==> src/rtl/wpg_pkg.sv <==
package wpg_pkg;
  localparam int LFSR_W = 16;
  localparam int IDX_W  = $clog2(LFSR_W);
  localparam int OUT_W  = 5;
  // Feedback taps for x^16 + x^14 + x^13 + x^11 + 1 (left-shifting form)
  localparam logic [LFSR_W-1:0] TAP_MASK = 16'hB400;
  localparam logic [LFSR_W-1:0] DEFAULT_SEED = 16'hACE1;
  localparam logic [LFSR_W-1:0] ZERO_SUB     = 16'h1D0F;
endpackage

==> src/rtl/wpg_lfsr_core.sv <==
module wpg_lfsr_core #(
  parameter int W = 16,
  parameter logic [W-1:0] TAPS = '0,
  parameter logic [W-1:0] RESET_VAL = '1,
  parameter logic [W-1:0] ZERO_FIX = '1
) (
  input  logic         clk,
  input  logic         rst_n,
  input  logic         step,
  input  logic         load,
  input  logic [W-1:0] load_val,
  output logic [W-1:0] state
);
  logic         fb;
  logic [W-1:0] load_fixed;

  assign fb         = ^(state & TAPS);
  assign load_fixed = (load_val == '0) ? ZERO_FIX : load_val;

  always_ff @(posedge clk or negedge rst_n) begin
    if (!rst_n)    state <= RESET_VAL;
    else if (load) state <= load_fixed;
    else if (step) state <= {state[W-2:0], fb};
  end
endmodule

==> src/rtl/wpg_weight_cell.sv <==
module wpg_weight_cell #(
  parameter int W     = 16,
  parameter int IW    = 4,
  parameter int N     = 1,
  parameter bit OR_MODE = 1'b0,
  parameter logic [N*IW-1:0] PICK = '0
) (
  input  logic [W-1:0] state,
  output logic         bit_o
);
  logic [N-1:0] sel;

  for (genvar i = 0; i < N; i++) begin : g_pick
    assign sel[i] = state[PICK[i*IW +: IW]];
  end

  if (OR_MODE) begin : g_or
    assign bit_o = |sel;
  end else begin : g_and
    assign bit_o = &sel;
  end
endmodule

==> src/rtl/biased_pattern_gen.sv <==
module biased_pattern_gen
  import wpg_pkg::*;
#(
  parameter logic [LFSR_W-1:0] INIT_SEED = DEFAULT_SEED,
  parameter logic [LFSR_W-1:0] ZERO_SEED = ZERO_SUB
) (
  input  logic              clk,
  input  logic              rst_n,
  input  logic              en,
  input  logic              seed_load,
  input  logic [LFSR_W-1:0] seed_value,
  output logic [OUT_W-1:0]  vec_out
);
  logic [LFSR_W-1:0] state_q;

  wpg_lfsr_core #(
    .W(LFSR_W), .TAPS(TAP_MASK), .RESET_VAL(INIT_SEED), .ZERO_FIX(ZERO_SEED)
  ) u_core (
    .clk(clk), .rst_n(rst_n), .step(en), .load(seed_load),
    .load_val(seed_value), .state(state_q)
  );

  // 1/8 : AND of bits 1,5,9
  wpg_weight_cell #(.W(LFSR_W), .IW(IDX_W), .N(3), .OR_MODE(1'b0),
    .PICK({4'd9, 4'd5, 4'd1})) u_w0 (.state(state_q), .bit_o(vec_out[0]));
  // 3/4 : OR of bits 2,11
  wpg_weight_cell #(.W(LFSR_W), .IW(IDX_W), .N(2), .OR_MODE(1'b1),
    .PICK({4'd11, 4'd2})) u_w1 (.state(state_q), .bit_o(vec_out[1]));
  // 1/2 : bit 7
  wpg_weight_cell #(.W(LFSR_W), .IW(IDX_W), .N(1), .OR_MODE(1'b1),
    .PICK(4'd7)) u_w2 (.state(state_q), .bit_o(vec_out[2]));
  // 7/8 : OR of bits 0,8,14
  wpg_weight_cell #(.W(LFSR_W), .IW(IDX_W), .N(3), .OR_MODE(1'b1),
    .PICK({4'd14, 4'd8, 4'd0})) u_w3 (.state(state_q), .bit_o(vec_out[3]));
  // 1/2 : bit 12
  wpg_weight_cell #(.W(LFSR_W), .IW(IDX_W), .N(1), .OR_MODE(1'b1),
    .PICK(4'd12)) u_w4 (.state(state_q), .bit_o(vec_out[4]));
endmodule

==> config.mk <==
export PLATFORM = sky130hd
export DESIGN_NAME = biased_pattern_gen
export DESIGN_NICKNAME = d
export VERILOG_FILES = /design/src/rtl/wpg_pkg.sv /design/src/rtl/wpg_lfsr_core.sv /design/src/rtl/wpg_weight_cell.sv /design/src/rtl/biased_pattern_gen.sv
export SDC_FILE = /design/constraint.sdc
export NUM_CORES = 1
export LEC_CHECK = 0
export BUFFER_PORTS_ARGS = -buffer_cell sky130_fd_sc_hd__buf_2
export CAP_MARGIN = 25
export CORE_MARGIN = 4
export CORE_UTILIZATION = 31
export CTS_CLUSTER_DIAMETER = 80
export DETAILED_ROUTE_END_ITERATION = 12
export SLEW_MARGIN = 20
export SYNTH_ARGS = -nofsm -noshare
export SYNTH_HDL_FRONTEND = slang
export SYNTH_HIERARCHICAL = 1
export SYNTH_SLANG_ARGS = --single-unit
==> constraint.sdc <==
create_clock -name clk -period 3.4 [get_ports clk]
set_input_delay 0.17 -clock clk [delete_from_list [all_inputs] [get_ports clk]]
set_output_delay 0.17 -clock clk [all_outputs]
set_load 0.02 [all_outputs]
==> results of run 1 <==
worst paths after layout:
kind | start | endpoint | slack [ns]
max | u_core/state[8] | vec_out[3] | 2.01
min in group asynchronous | rst_n | u_core/state[4] | 0.32
max in group asynchronous | rst_n | u_core/state[10] | 2.76
min | seed_value[9] | u_core/state[9] | 0.10
min reg2reg | u_core/state[7] | u_core/state[7] | 0.58
max reg2reg | u_core/state[10] | u_core/state[0] | 2.21
area by class of cell:
type	count	area share
Clock buffer	4	0.0352
Sequential cell	16	0.398
Multi-Input combinational cell	53	0.403
Timing Repair Buffer	25	0.126
Tap cell	31	0.0376
critical path, delay by kind of cell (launching register included):
family / cells / cell delay [ns]
flops: 1 / 0.40
simple gates: 1 / 0.36
buf+inv: 1 / 0.16
where the power goes:
| group | total [mW] | switching [mW] | leakage, nW | internal [mW] |
|---|---|---|---|---|
| Sequential | 0.237 | 0.0167 | 0.176 | 0.220 |
| Clock | 0.127 | 0.0619 | 0.0210 | 0.0652 |
| Combinational | 0.0972 | 0.0466 | 0.255 | 0.0507 |
logic make-up after synthesis:
group                     Yosys count
AOI/OAI and AO/OA                  17
xor gates and xnor gates            3
buffers and inverters               7
DFF                                16
muxes                              16
and+or+nand+nor                    17
cell usage after synthesis (all sizes together):
cell type | count | area, um^2
and3 | 1 | 6.26
and4 | 1 | 8.76
buf | 6 | 51.3
clkbuf | 1 | 3.75
dfrtp | 8 | 200
dfstp | 8 | 210
mux2 | 7 | 82.6
mux2i | 9 | 90.1
nand2 | 8 | 30.0
nand2b | 1 | 13.8
nor4 | 4 | 25.0
o21ai | 10 | 50.1
o22a | 7 | 70.1
or2 | 1 | 6.26
or3 | 1 | 6.26
xnor2 | 2 | 17.5
xor2 | 1 | 8.76
through the flow:
stage          cells  utilization  power (mW)  hold WS, ns  setup slack (ns)
6_report         129        0.377       0.461        0.101              2.01
5_1_grt          129        0.377       0.491       0.0849              1.94
4_1_cts          129        0.377       0.467       0.0913              2.01
3_5_place_dp     124        0.360       0.337        0.107              2.13
3_3_place_gp     124        0.360       0.335        0.107              2.14
2_1_floorplan     76            -       0.308       -0.126              2.32
routing by layer:
| layer | share of wire | track usage |
|---|---|---|
| met1 | 0.42 | 0.133 |
| met2 | 0.52 | 0.199 |
| met3 | 0.043 | 0.0252 |
| met5 | 0 | 0 |
| met4 | 0.014 | 0.0743 |
timing repair:
| item | 4_1_cts | 5_1_grt |
|---|---|---|
| hold buffers | 1 | 0 |
| endpoints found under the setup margin | 0 | 0 |
| hold endpoints to repair | 8 | 0 |
==> results_dict.tcl, run 1 <==
set metrics [dict create \
    ant_nets 0 \
    antenna_cells 0 \
    syn_inst 76 \
    outcome "complete, no violations" \
    crit_slowest_cell "dfrtp_1" \
    path_cells "or3_1, buf_2" \
    cts.clk_slew.worst_paths_ns 0.10 \
    io_pins 25 \
    synth_compound_area_frac 0.136 \
    synth_top_family_by_area "multiplexers" \
    place_congestion 0.729 \
    grt_pass1_wl_um 3150 \
    multiInputGateArea_um2 415 \
    worstSetupStartpointType "flip-flop" \
    ys_types 21 \
    slew_viol_final 0 \
    clock_path_buffers 2 \
    nets 119 \
    synth.yosys.seq_area_share 0.466 \
    crit_type "flip-flop to output pin" \
    ff2ff_path_depth 4 \
    drt_pass1_iterations 4 \
    timing.final.crit_period_ns 1.39 \
    syn_nets 96 \
    grt_usage 0.117 \
    tightest_slew_ns 0.435 \
    powerDensity_nw_per_um2 447 \
    relSlewSlack 0.710 \
    cp.arrival_ns 1.22 \
    hold_viol 0 \
    netlist_area_um2 881 \
    clock_latency_ns 0.29 \
    io_buffer_count 24 \
    die_area_um2 3760 \
    core_um2 2730 \
    drt-total-wl_um 1990 \
    cts_tree "yes" \
    rsz0062_at_grt "false" \
    hold_path.class "input pin to flip-flop" \
    grt_overflow 0 \
    ir_worst_vdd_v 0.000174 \
    grt_pass1_vias 695 \
    largest_register_ffs 16 \
    post_cts_buffers 0 \
    seq_area_um2 410 \
    max_freq_mhz 721 \
    antenna_found_initial 0 \
    finalSetupTns_ns 0 \
    start_util 0.322 \
    syn_area_per_cell_um2 11.6 \
    design_area_um2 1030 \
    cpPeakStageDelay_ns 0.40 \
    grt_start_max_net_pins 27 \
    path_max_fanout 3 \
    viasPerCell 5.06 \
    htreeDepth 1 \
    reg_top3 "u_core/state (16)" \
    layout.cells.most_common "buf_2" \
    place_area_um2 985 \
    cp.required_ns 3.23 \
    cp-end-kind "output pin" \
    leakagePower_nw 0.452 \
    final_cell_mix "buf_2 (24), o21ai_0 (10), mux2i_1 (9)" \
    row_count 19 \
    routedWlPerCell_um 15.4 \
    regMostFlops "u_core/state" \
    fin_skew_ns 0.00674 \
    yosysWarnings 6 \
    root_buffer "clkbuf_4" \
    drt_iter0_drc 10 \
    place_hpwl_um 1500 \
    area_delta_synth_final_pct 17.0 \
    fillCellCount 282 \
    fp.dieW_um 61.3 \
    cts_sinks 16 \
    fp.dieH_um 61.3 \
    hold_depth 3 \
    fin_crit_sh 0.408 \
    synth_fa_ha_area_frac 0 \
    maxCapViolCount 0 \
    drive_gt1_frac 0.520 \
    drc_errors 0 \
    yosys_register_bits 16 \
    cts_resized 0 \
    setup_viol 0 \
    vias 653 \
    synthMuxAreaShare 0.196 \
    yosys.area_share.simple 0.109 \
    synth_xor_area_frac 0.0298 \
    numCtsBuffers 3 \
]
(Power assumes the default switching activity.)
==> run 2: changes to the inputs <==
- clock period: 3.4 -> 1.4 ns (I/O delays scaled with it)
==> results_dict.tcl, run 2 (synthesized netlist as in run 1, its figures left out) <==
set metrics [dict create \
    cp.arrival_ns 1.58 \
    fin_crit_sh 0.960 \
    largest_register_ffs 16 \
    hold_viol 0 \
    grt_pass1_vias 710 \
    hold_depth 3 \
    antenna_cells 0 \
    row_count 19 \
    relSlewSlack 0.761 \
    slew_viol_final 0 \
    max_freq_mhz 744 \
    fp.dieW_um 61.3 \
    grt_pass1_wl_um 3190 \
    root_buffer "clkbuf_4" \
    numCtsBuffers 3 \
    drive_gt1_frac 0.520 \
    vias 680 \
    holdWs_ns 0.0139 \
    reg_top3 "u_core/state (16)" \
    ff2ff_path_depth 4 \
    powerDensity_nw_per_um2 1010 \
    tightest_slew_ns 0.359 \
    hp-start "seed_value[13]" \
    cts.clk_slew.worst_paths_ns 0.09 \
    finalSetupTns_ns 0 \
    regMostFlops "u_core/state" \
    path_max_fanout 7 \
    rrSetupSlack_ns 0.22 \
    drt_iter0_drc 34 \
    nets 123 \
    final_cell_mix "buf_2 (24), o21ai_0 (10), mux2i_1 (9)" \
    drt-total-wl_um 1940 \
    multiInputGateArea_um2 422 \
    ir_worst_vdd_v 0.000416 \
    drt_pass1_iterations 4 \
    start_util 0.322 \
    dp.cells 126 \
    worstSetupStartpointType "input pin" \
    rsz0062_at_grt "false" \
    outcome "complete, no violations" \
    fin_skew_ns 0.00193 \
    grt_overflow 0 \
    grt_usage 0.118 \
    routedWlPerCell_um 14.6 \
    seq_area_um2 410 \
    ant_nets 0 \
    clock_path_buffers 2 \
    final-instance-count-excl-fill 133 \
    htreeDepth 1 \
    cts_sinks 16 \
    grt_start_max_net_pins 17 \
    place_congestion 0.766 \
    r2r-start "u_core/state[10]" \
    crit_slowest_cell "dlygate4sd3_1" \
    setup_viol 0 \
    leakagePower_nw 0.465 \
    core_um2 2730 \
    cp.required_ns 1.63 \
    cpPeakStageDelay_ns 0.54 \
    place_hpwl_um 1480 \
    crit_type "input pin to flip-flop" \
    fillCellCount 270 \
    drc_errors 0 \
    hold_path.class "input pin to flip-flop" \
    maxCapViolCount 0 \
    io_buffer_count 24 \
    antenna_found_initial 0 \
    path_cells "dlygate4sd3_1, buf_2, nor4_2, and4_1, nand2b_4, o22a_2" \
    reg2reg_to "u_core/state[0]" \
    post_cts_buffers 0 \
    clock_latency_ns 0.28 \
    io_pins 25 \
    fin_util 0.389 \
    min_to "u_core/state[13]" \
    cp-end-kind "flip-flop" \
    area_delta_synth_final_pct 20.6 \
    fp.dieH_um 61.3 \
    layout.cells.most_common "buf_2" \
    die_area_um2 3760 \
    cts_tree "yes" \
    viasPerCell 5.11 \
    timing.final.crit_period_ns 1.34 \
]
[run 2: final cells by class]
cell class,count,area share
Multi-Input combinational cell,53,0.397
Tap cell,31,0.0365
Clock buffer,4,0.0247
Timing Repair Buffer,29,0.155
Sequential cell,16,0.386
[run 2: routing by layer]
metal	GRT usage	share of wire
met5	0	0
met4	0.0743	0.015
met3	0.0126	0.044
met2	0.190	0.51
met1	0.150	0.43
[run 2: worst max-delay path, delay by kind of cell]
family	cells	cell delay, ns
AND/OR/NAND/NOR	3	0.68
buffers and inverters	2	0.67
AO/OA/AOI/OAI	1	0.15
[run 2: worst max path at each step]
| stage | depth (start not counted) | endpoint | slack [ns] | start |
|---|---|---|---|---|
| 4_1_cts | 6 | u_core/state[1] | 0.01 | seed_value[7] |
| 5_1_grt | 6 | u_core/state[1] | 0.02 | seed_value[7] |
| 2_1_floorplan | 4 | u_core/state[0] | 0.32 | u_core/state[15] |
| 3_3_place_gp | 5 | u_core/state[11] | 0.22 | seed_value[4] |
| 6_report | 6 | u_core/state[11] | 0.06 | seed_value[7] |
| 3_5_place_dp | 4 | u_core/state[0] | 0.24 | u_core/state[10] |
[run 2: through the flow]
step | setup WS [ns] | instance area (um^2) | power (mW)
detailed placement | 0.243 | 1000 | 0.822
CTS | 0.0149 | 1060 | 1.09
global route | 0.0197 | 1060 | 1.13
floorplan | 0.317 | 881 | 0.747
global placement | 0.225 | 1000 | 0.818
finish | 0.0559 | 1060 | 1.07
[run 2: power breakdown]
part	switching (mW)	total, mW	internal (mW)
sequential	0.0394	0.573	0.534
combinational	0.115	0.246	0.131
clock	0.143	0.254	0.111
total	0.298	1.07	0.775
[run 2: what timing repair did]
item                                    in CTS  in global routing
resized for setup                            0                  1
endpoints found under the setup margin       0                  7
hold endpoints to repair                    18                  0
hold buffers                                 3                  0
